===== config.mk =====
export PLATFORM = sky130hd
export DESIGN_NAME = spi_sram_slave
export DESIGN_NICKNAME = d
export VERILOG_FILES = /design/src/rtl/spiram_pkg.sv /design/src/rtl/spiram_sync.sv /design/src/rtl/spiram_shift.sv /design/src/rtl/spiram_ctrl.sv /design/src/rtl/spiram_array.sv /design/src/rtl/spi_sram_slave.sv
export SDC_FILE = /design/constraint.sdc
export NUM_CORES = 2
export LEC_CHECK = 0
export ABC_AREA = 1
export BUFFER_PORTS_ARGS = -buffer_cell sky130_fd_sc_hd__buf_4
export CORE_MARGIN = 1
export CORE_UTILIZATION = 46
export CTS_CLUSTER_DIAMETER = 60
export DETAILED_ROUTE_END_ITERATION = 10
export PLACE_DENSITY_LB_ADDON = 0.05
export SYNTH_ARGS = -nofsm -noshare
export SYNTH_HDL_FRONTEND = slang
export SYNTH_SLANG_ARGS = --single-unit

===== constraint.sdc =====
create_clock -name clk -period 6.81 [get_ports clk]
set_input_delay 1.7025 -clock clk [delete_from_list [all_inputs] [get_ports clk]]
set_output_delay 1.7025 -clock clk [all_outputs]
set_load 0.03 [all_outputs]

===== src/rtl/spiram_pkg.sv =====
package spiram_pkg;
  typedef enum logic [1:0] {
    PH_CMD = 2'd0,
    PH_RD  = 2'd1,
    PH_WR  = 2'd2
  } phase_e;
endpackage


===== src/rtl/spiram_sync.sv =====
module spiram_sync #(
  parameter int          N      = 4,
  parameter int          STAGES = 2,
  parameter logic [N-1:0] INIT  = '0
) (
  input  logic         clk,
  input  logic         rst_n,
  input  logic [N-1:0] d,
  output logic [N-1:0] q
);
  logic [N-1:0] pipe [STAGES];

  always_ff @(posedge clk or negedge rst_n) begin
    if (!rst_n) begin
      for (int i = 0; i < STAGES; i++) pipe[i] <= INIT;
    end else begin
      pipe[0] <= d;
      for (int i = 1; i < STAGES; i++) pipe[i] <= pipe[i-1];
    end
  end

  assign q = pipe[STAGES-1];
endmodule


===== src/rtl/spiram_shift.sv =====
module spiram_shift #(
  parameter int DW = 8
) (
  input  logic          clk,
  input  logic          rst_n,
  input  logic          sel,
  input  logic          rise,
  input  logic          bit_in,
  output logic          byte_done,
  output logic [DW-1:0] byte_val
);
  localparam int CW = $clog2(DW);
  localparam logic [CW-1:0] LAST = CW'(DW - 1);

  logic [CW-1:0] cnt_q;
  logic [DW-1:0] sh_q;

  always_ff @(posedge clk or negedge rst_n) begin
    if (!rst_n) begin
      cnt_q     <= '0;
      sh_q      <= '0;
      byte_done <= 1'b0;
      byte_val  <= '0;
    end else if (!sel) begin
      cnt_q     <= '0;
      byte_done <= 1'b0;
    end else begin
      byte_done <= 1'b0;
      if (rise) begin
        sh_q <= {sh_q[DW-2:0], bit_in};
        if (cnt_q == LAST) begin
          cnt_q     <= '0;
          byte_done <= 1'b1;
          byte_val  <= {sh_q[DW-2:0], bit_in};
        end else begin
          cnt_q <= cnt_q + 1'b1;
        end
      end
    end
  end
endmodule


===== src/rtl/spiram_ctrl.sv =====
module spiram_ctrl
  import spiram_pkg::*;
#(
  parameter int LO_AW = 7,
  parameter int DW    = 8
) (
  input  logic             clk,
  input  logic             rst_n,
  input  logic             sel,
  input  logic             fall,
  input  logic             byte_done,
  input  logic [DW-1:0]    byte_val,
  input  logic [DW-1:0]    rd_data,
  output logic [LO_AW-1:0] mem_addr_lo,
  output logic             mem_we,
  output logic [LO_AW-1:0] addr_q,
  output phase_e           phase_q,
  output logic             out_bit,
  output logic             out_en
);
  logic [DW-1:0]    osr_q;
  logic [LO_AW-1:0] cmd_addr;
  logic             cmd_write;

  assign cmd_addr    = byte_val[LO_AW-1:0];
  assign cmd_write   = byte_val[DW-1];
  assign mem_addr_lo = (phase_q == PH_CMD) ? cmd_addr : addr_q;
  assign mem_we      = sel && byte_done && (phase_q == PH_WR);
  assign out_en      = sel && (phase_q == PH_RD);

  always_ff @(posedge clk or negedge rst_n) begin
    if (!rst_n) begin
      phase_q <= PH_CMD;
      addr_q  <= '0;
      osr_q   <= '0;
      out_bit <= 1'b0;
    end else if (!sel) begin
      phase_q <= PH_CMD;
      out_bit <= 1'b0;
    end else if (byte_done) begin
      case (phase_q)
        PH_CMD: begin
          out_bit <= 1'b0;
          if (cmd_write) begin
            phase_q <= PH_WR;
            addr_q  <= cmd_addr;
          end else begin
            phase_q <= PH_RD;
            osr_q   <= rd_data;
            addr_q  <= cmd_addr + 1'b1;
          end
        end
        PH_RD: begin
          osr_q  <= rd_data;
          addr_q <= addr_q + 1'b1;
        end
        default: addr_q <= addr_q + 1'b1;
      endcase
    end else if (fall && phase_q == PH_RD) begin
      out_bit <= osr_q[DW-1];
      osr_q   <= {osr_q[DW-2:0], 1'b0};
    end
  end
endmodule


===== src/rtl/spiram_array.sv =====
module spiram_array #(
  parameter int AW = 8,
  parameter int DW = 8
) (
  input  logic          clk,
  input  logic          we,
  input  logic [AW-1:0] addr,
  input  logic [DW-1:0] wdata,
  output logic [DW-1:0] rdata
);
  localparam int DEPTH = 1 << AW;
  logic [DW-1:0] mem [DEPTH];

  always_ff @(posedge clk) begin
    if (we) mem[addr] <= wdata;
  end

  assign rdata = mem[addr];
endmodule


===== src/rtl/spi_sram_slave.sv =====
module spi_sram_slave
  import spiram_pkg::*;
#(
  parameter int LO_AW = 7,
  parameter int HI_AW = 1,
  parameter int DW    = 8,
  parameter int SYNC  = 2
) (
  input  logic clk,
  input  logic rst_n,
  input  logic sck,
  input  logic ce,
  input  logic ss_n,
  input  logic sdi,
  input  logic addr_hi,
  output logic sdo,
  output logic sdo_oe
);
  localparam int AW = LO_AW + HI_AW;
  localparam int NS = 5;

  logic [NS-1:0]    raw, syn;
  logic             sck_s, ce_s, ss_s, sdi_s, hi_s;
  logic             sck_d, sel, rise, fall;
  logic             byte_done, mem_we, out_bit;
  logic [DW-1:0]    byte_val, rd_data;
  logic [LO_AW-1:0] mem_addr_lo, addr_q;
  logic [AW-1:0]    mem_addr;
  phase_e           phase_q;

  assign raw = {addr_hi, sdi, ss_n, ce, sck};

  spiram_sync #(.N(NS), .STAGES(SYNC), .INIT(5'b00101)) u_sync (
    .clk(clk), .rst_n(rst_n), .d(raw), .q(syn)
  );

  assign {hi_s, sdi_s, ss_s, ce_s, sck_s} = syn;
  assign sel = ce_s & ~ss_s;

  always_ff @(posedge clk or negedge rst_n) begin
    if (!rst_n) sck_d <= 1'b1;
    else        sck_d <= sck_s;
  end

  assign rise = sel &  sck_s & ~sck_d;
  assign fall = sel & ~sck_s &  sck_d;

  spiram_shift #(.DW(DW)) u_shift (
    .clk(clk), .rst_n(rst_n), .sel(sel), .rise(rise), .bit_in(sdi_s),
    .byte_done(byte_done), .byte_val(byte_val)
  );

  spiram_ctrl #(.LO_AW(LO_AW), .DW(DW)) u_ctrl (
    .clk(clk), .rst_n(rst_n), .sel(sel), .fall(fall),
    .byte_done(byte_done), .byte_val(byte_val), .rd_data(rd_data),
    .mem_addr_lo(mem_addr_lo), .mem_we(mem_we), .addr_q(addr_q),
    .phase_q(phase_q), .out_bit(out_bit), .out_en(sdo_oe)
  );

  generate
    if (HI_AW > 0) begin : g_hi
      assign mem_addr = {{(HI_AW-1){1'b0}}, hi_s, mem_addr_lo};
    end else begin : g_lo
      assign mem_addr = mem_addr_lo;
    end
  endgenerate

  spiram_array #(.AW(AW), .DW(DW)) u_mem (
    .clk(clk), .we(mem_we), .addr(mem_addr), .wdata(byte_val), .rdata(rd_data)
  );

  assign sdo = sdo_oe & out_bit;
endmodule


-- Word level (Yosys, flattened, before mapping)
Memories as Yosys holds them, arrays and structs flattened.
Index checks and enable logic that the tools add are counted.
- register bits after elaboration: 48
- bits in latches: 0
- RAM bits: 2048
- memory bits (read-only): 0
- input port bits: 7
- output and inout bits: 2
- logic and storage cells: 69
- memories kept: 1
- memories (name ; words ; width ; rd ports ; clocked after Yosys merged registers in ; write ports ; line ; source):
    u_mem.mem ; 256 ; 8 ; 1 ; 0 ; 1 ; spiram_array.sv:12 ; logic [DW-1:0] mem [DEPTH];
- add/sub/neg operators: 3
- $mul: 0
- div/mod/pow operators: 0
- order comparisons: 0
- eq/ne operators: 10
- shift operators: 0
- muxes and demuxes: 23
- bitwise gates (word level): 9
- reduce and logical (&&, ||, !) cells: 12
- operators by type and width (cell ; number):
    $mux W8 ; 3
    $mux W7 ; 3
    $pmux W8 S2 ; 1
    $add A7 B1 Y7 const B ; 2
    $mux W1 ; 9
    $mux W3 ; 3
    $mux W2 ; 4
    $reduce_and A2 Y1 ; 4
    $and A1 B1 Y1 ; 6
    $ne A2 B1 Y1 const B ; 3
    $ne A3 B1 Y1 const B ; 2
    $logic_and A1 B1 Y1 ; 4
    $reduce_and A4 Y1 ; 1
    $add A3 B1 Y3 const B ; 1
    $eq A3 B3 Y1 const B ; 1
    $ne A3 B2 Y1 const B ; 1
    $ne A3 B3 Y1 const B ; 1
    $not A1 Y1 ; 3
    $reduce_and A3 Y1 ; 1
    $eq A2 B1 Y1 const B ; 1
    $eq A2 B2 Y1 const B ; 1
    $logic_not A2 Y1 ; 1
    $reduce_bool A2 Y1 ; 1

-- Longest topological paths before layout
- depth after elaboration: 8
- depth in mapped cells: 20
- gate-level depth less buffers: 17

-- Hierarchy
Synthesis repeated with hierarchy kept, for this count alone.
- cells, all modules: 8295
- area, all modules: 87091.0 sq um
- modules (own cells, without submodules) (module ; times used ; cells an instance ; area each (sq um) ; sequential area each (sq um)):
    spiram_array ; 1 ; 8013 ; 84696.2 ; 61499.0
    spiram_ctrl ; 1 ; 170 ; 1252.5 ; 450.4
    spiram_shift ; 1 ; 85 ; 779.5 ; 475.5
    spiram_sync ; 1 ; 15 ; 292.8 ; 255.2
    spi_sram_slave ; 1 ; 12 ; 70.1 ; 26.3

-- Worst setup path after synthesis
OpenSTA, ideal clock, no wires.
- path kind: register to register
- start point: reg u_shift.byte_val[0]
- end point: mem u_mem.mem[125][0] (enable)
- library setup time: 0.370 ns
- data arrival time: 5.609 ns
- data required time: 6.440 ns
- slack: 0.831 ns
- cell stages (with the launch flop): 11
- path buffers: 4
- clock period less this slack: 5.979 ns
- path through: dfrtp_1 > inv_1 > nand2_1 > nand2_2 > buf_4 > buf_4 > buf_2 > nor3_1 > nand2_1 > clkbuf_1 > nor2_1
- cells in the longest elaborated chain, start to end: 1
- ends and longest elaborated chain (element ; line ; source):
    from (decl) ; spiram_shift.sv:10 ; output logic [DW-1:0] byte_val
    from (signal assigned) ; spiram_shift.sv:34 ; byte_val <= {sh_q[DW-2:0], bit_in};
    $mux W7 ; spiram_ctrl.sv:27 ; assign mem_addr_lo = (phase_q == PH_CMD) ? cmd_addr : addr_q;
    to (decl) ; spiram_array.sv:12 ;
No other way between the ends.

-- Final worst setup path
- start point: reg u_shift.byte_val[0]
- end point: reg u_ctrl.osr_q[5]
- cells in the longest elaborated chain, start to end: 5
- ends and longest elaborated chain (element ; line ; source):
    $mux W7 * ; spiram_ctrl.sv:27 ;
    $mem_v2 Z256 W8 * ; -- ;
    $mux W8 ; spiram_ctrl.sv:44 ; if (cmd_write) begin
    $pmux W8 S2 * ; spiram_ctrl.sv:41 ; case (phase_q)
    $mux W8 * ; spiram_ctrl.sv:40 ; end else if (byte_done) begin
    to (signal assigned) ; spiram_ctrl.sv:49 ; osr_q <= rd_data;
    to (signal assigned) ; spiram_ctrl.sv:54 ; osr_q <= rd_data;
    to (signal assigned) ; spiram_ctrl.sv:61 ; osr_q <= {osr_q[DW-2:0], 1'b0};
    to (decl) ; spiram_ctrl.sv:21 ; logic [DW-1:0] osr_q;
Mark *: on every way between the ends. The rest lies on a longest branch, timed or not. The select of a mux whose other input is x is not followed.
A chain may end at the register's enable or synchronous reset.

==> parameters.txt <==
Parameter                              Value

Status
  Outcome    completed

Synth
  Number of enable-type register cells in the synthesized netlist    2,048
  Post-Synthesis Cell Area    0.0862 mm²
  Count of synthesis-stage warnings from yosys    0
  Post-synthesis xor/xnor area fraction    0.000610
  Avg Inst Size Synth    11.0 µm²
  Leading post-synthesis cells by cell area    edfxtp_1 (71%), nand2_1 (15%), nand3_1 (4.7%)
  Number of different library cells in the post-synthesis netlist    34
  Leading post-synthesis cells by instance count    nand2_1 (3,348), edfxtp_1 (2,048), nand3_1 (809)
  Proportion of synthesized area in mux cells    0
  Top-area cell type share of the netlist area    0.714
  Synthesized netlist net count    7,821
  Library cell with the highest instance count after synthesis    nand2_1
  Seq/Total Area, Yosys    0.728
  Share of synthesized cell area in full adder, half adder and majority cells    0.000581
  Ys flop type    edfxtp_1
  Main combinational cell family by area after synthesis    simple AND/OR/NAND/NOR gates
  Register bit total from synthesis    2,096
  Largest area contributor in the synthesized netlist    edfxtp_1
  Area fraction in and, or, nand and nor cells after synthesis    0.218
  Compound-cell area share of the yosys netlist    0.0237
  Gate count of the mapped netlist    just under 8,000
  Proportion of register bits with asynchronous set or reset after synthesis    0.0229

Global route
  Antenna violations before repair    19
  Total global routing track utilization    0.286
  Vias in the first global route    56,300
  Residual overflow from global routing    0
  Global-route wire length before repair    ~400,000 µm
  Pin count of the biggest net entering global routing    157

Floorplan
  Horiz. Die Dim    between 400 and 500 µm
  Height of the die    435 µm
  Num ports    9
  Area inside the core boundary    approximately 0.19 mm²
  Initial standard-cell utilization of the core    0.464
  Die area    roughly 0.19 mm²
  Count of standard-cell rows    ~160

Timing
  Final period demand of the worst path    5.50 ns
  RSZ-0062 raised after global routing    no
  Setup Total Neg Slack    0 ns
  Final Max Tran Viols    0
  Slew at the pin closest to its max-slew limit    between 1 and 1.5 ns
  Setup violation total in the final timing report    0
  Post-route worst hold slack    ~0.35 ns
  Fmax    about 180 MHz
  Normalized max-slew margin    0.146
  Post-route clock skew    approximately 0.031 ns
  Share of the clock period used by the worst path    0.808
  Crit path setup slack, layout    roughly 1.3 ns
  Final number of hold-violating endpoints    0

Power and ir drop
  Cell-internal power    between 20 and 25 mW
  Leakage Power    about 34 nW
  Clock network fraction of total power    0.454
  Total net switching power    approximately 5.1 mW
  Power density of the placed cells    268 mW/mm²
  Power share of the sequential group    0.545
  Combinational cell fraction of total power    0.001
  Net switching share of the total power    0.197
  Total power of the final layout    approximately 26 mW
  Worst IR Drop VDD    0.206 mV

Detailed routing
  Via-per-instance ratio    5.61
  DRC violation count after routing    0
  Count of nets left with antenna violations after detail routing    0
  Via Count    between 50,000 and 60,000
  Number of detailed-routing iterations run before antenna repair    6
  Total Wirelength    between 200,000 and 300,000 µm
  Drt wl/cell    between 20 and 30 µm
  DRC violation total after the first TritonRoute iteration    6,754

Finish
  Combined area of the multi-input logic cells    about 0.021 mm²
  Filler cells    roughly 17,000
  Post-layout net count    7,710
  Flip-flop and latch area    0.0627 mm²
  Final standard cell count with taps included and fillers excluded    approximately 10,000
  Area Overhead vs Synth    11.0%
  End-of-flow core utilization    0.515
  Proportion of layout cells with a drive suffix above 1    0.0589
  Post-route design area    approximately 0.096 mm²

Setup path
  WP data arrival    6.24 ns
  Critical Path Start Type    flip-flop
  Largest fanout of any net on the critical path    74
  Register-to-register setup slack    around 1.3 ns
  Crit Path Category    reg2reg
  Data required time at the worst endpoint    roughly 7.6 ns
  Kind of end point of the critical path    flip-flop

Clock tree
  CTS tree    yes
  Clock transition time at the flip-flop clock pins of the worst setup and hold paths    about 0.06 ns
  Post_cts resized    0
  Post-CTS Setup Repair Bufs    0
  Bufs on Longest Clock Path    3
  CTS sink cnt    about 2,100
  Source-to-sink clock delay at the later pin of the worst-skew pair    between 0.8 and 0.9 ns
  CTS hold repair buffers    0
  Library cell used as clock root buffer    clkbuf_16
  Number of buffers added by the clock tree synthesis step    roughly 220
  Maximum level of the CTS H-tree    4

Placed design
  Placement Setup Slack    1.39 ns
  Detail Placement HPWL    149,000 µm
  Final weighted congestion in routability-driven placement    0.854
  Placed cells    ~10,000
  Total cell area at the placement stage    a little under 0.09 mm²
  Port Buf Inserts    8

Hold path
  Class of the tightest hold or removal check    reg2reg

Run
  Maximum Capacitance Violations    0
## registers in the layout, indices dropped and copies added (netlist names)
register / flops
sck_d: 1
u_ctrl.addr_q: 7
u_ctrl.osr_q: 8
u_ctrl.out_bit: 1
u_ctrl.phase_q: 2
u_mem.mem: 2048
u_shift.byte_done: 1
u_shift.byte_val: 8
u_shift.cnt_q: 3
u_shift.sh_q: 7
u_sync.pipe: 5
u_sync.q: 5
## worst max-delay path: stages (launching register included)
cell and delay [ns]:
dfrtp_4 0.79, inv_1 0.21, nand2_4 0.60, nand2_8 0.47, nand2_4 0.57, inv_8 0.37
buf_4 0.35, nand2_1 0.09, nand3_1 0.09, nand2_1 0.07, nand2_1 0.11, o21ai_0 0.66
nand2_1 0.26, nor2_1 0.17, nor2_1 0.14, nor2_1 0.17, nand2_1 0.08, nand2_1 0.06
nand2_1 0.05
## worst paths after layout
kind,startpoint,cells past startpoint,end
max,u_shift.byte_val[0],18,u_ctrl.osr_q[5]
min,u_sync.pipe[9],0,u_sync.q[4]
min reg2reg,u_sync.pipe[9],0,u_sync.q[4]
max reg2reg,u_shift.byte_val[0],18,u_ctrl.osr_q[5]
max in group asynchronous,rst_n,1,u_shift.byte_val[3]
min in group asynchronous,rst_n,1,u_sync.pipe[6]
## cell type report
type                            instances  share of cell area
Clock buffer                          284              0.0614
Clock inverter                        119              0.0101
Timing Repair Buffer                  117              0.0127
Inverter                              169             0.00671
Antenna cell                            2           0.0000523
Sequential cell                      2096               0.656
Tap cell                             2480              0.0324
Multi-Input combinational cell       5096               0.221
## cell usage in the layout, fill, tap and decap left out, types with 69 or more instances in the layout
master,count
buf_4,90
clkbuf_16,225
a21oi_1,69
o21ai_0,195
o21ai_1,96
nor2_1,461
nand2_1,3329
inv_1,159
nand3_1,809
edfxtp_1,2048
## power groups by stage
stage	sequential (mW)	combinational [mW]	clock, mW
CTS	14.0	0.0357	11.7
detailed placement	14.2	0.0355	0
floorplan	14.2	0.0149	0
global placement	14.2	0.0354	0
finish	14.0	0.0359	11.6
global route	13.9	0.0383	12.2
## layer usage
metal | part of all wire | track usage | wire (µm) | vias to the layer above
li1 | - | - | - | 26300
met1 | 0.44 | 0.423 | 121000 | 29100
met2 | 0.45 | 0.436 | 123000 | 2308
met3 | 0.079 | 0.0465 | 21500 | 398
met4 | 0.028 | 0.0840 | 7730 | 6
met5 | 0.00015 | 0 | 40 | -
## kinds of logic (layout without fill, tap and decap cells)
logic type,count (synthesis),count (layout)
other cells,0,2
xor+xnor,6,6
compound gates,392,392
fa+ha+maj,4,4
buf+inv,618,689
simple gates,4694,4694
flops,2096,2096
(Power assumes the default switching activity.)
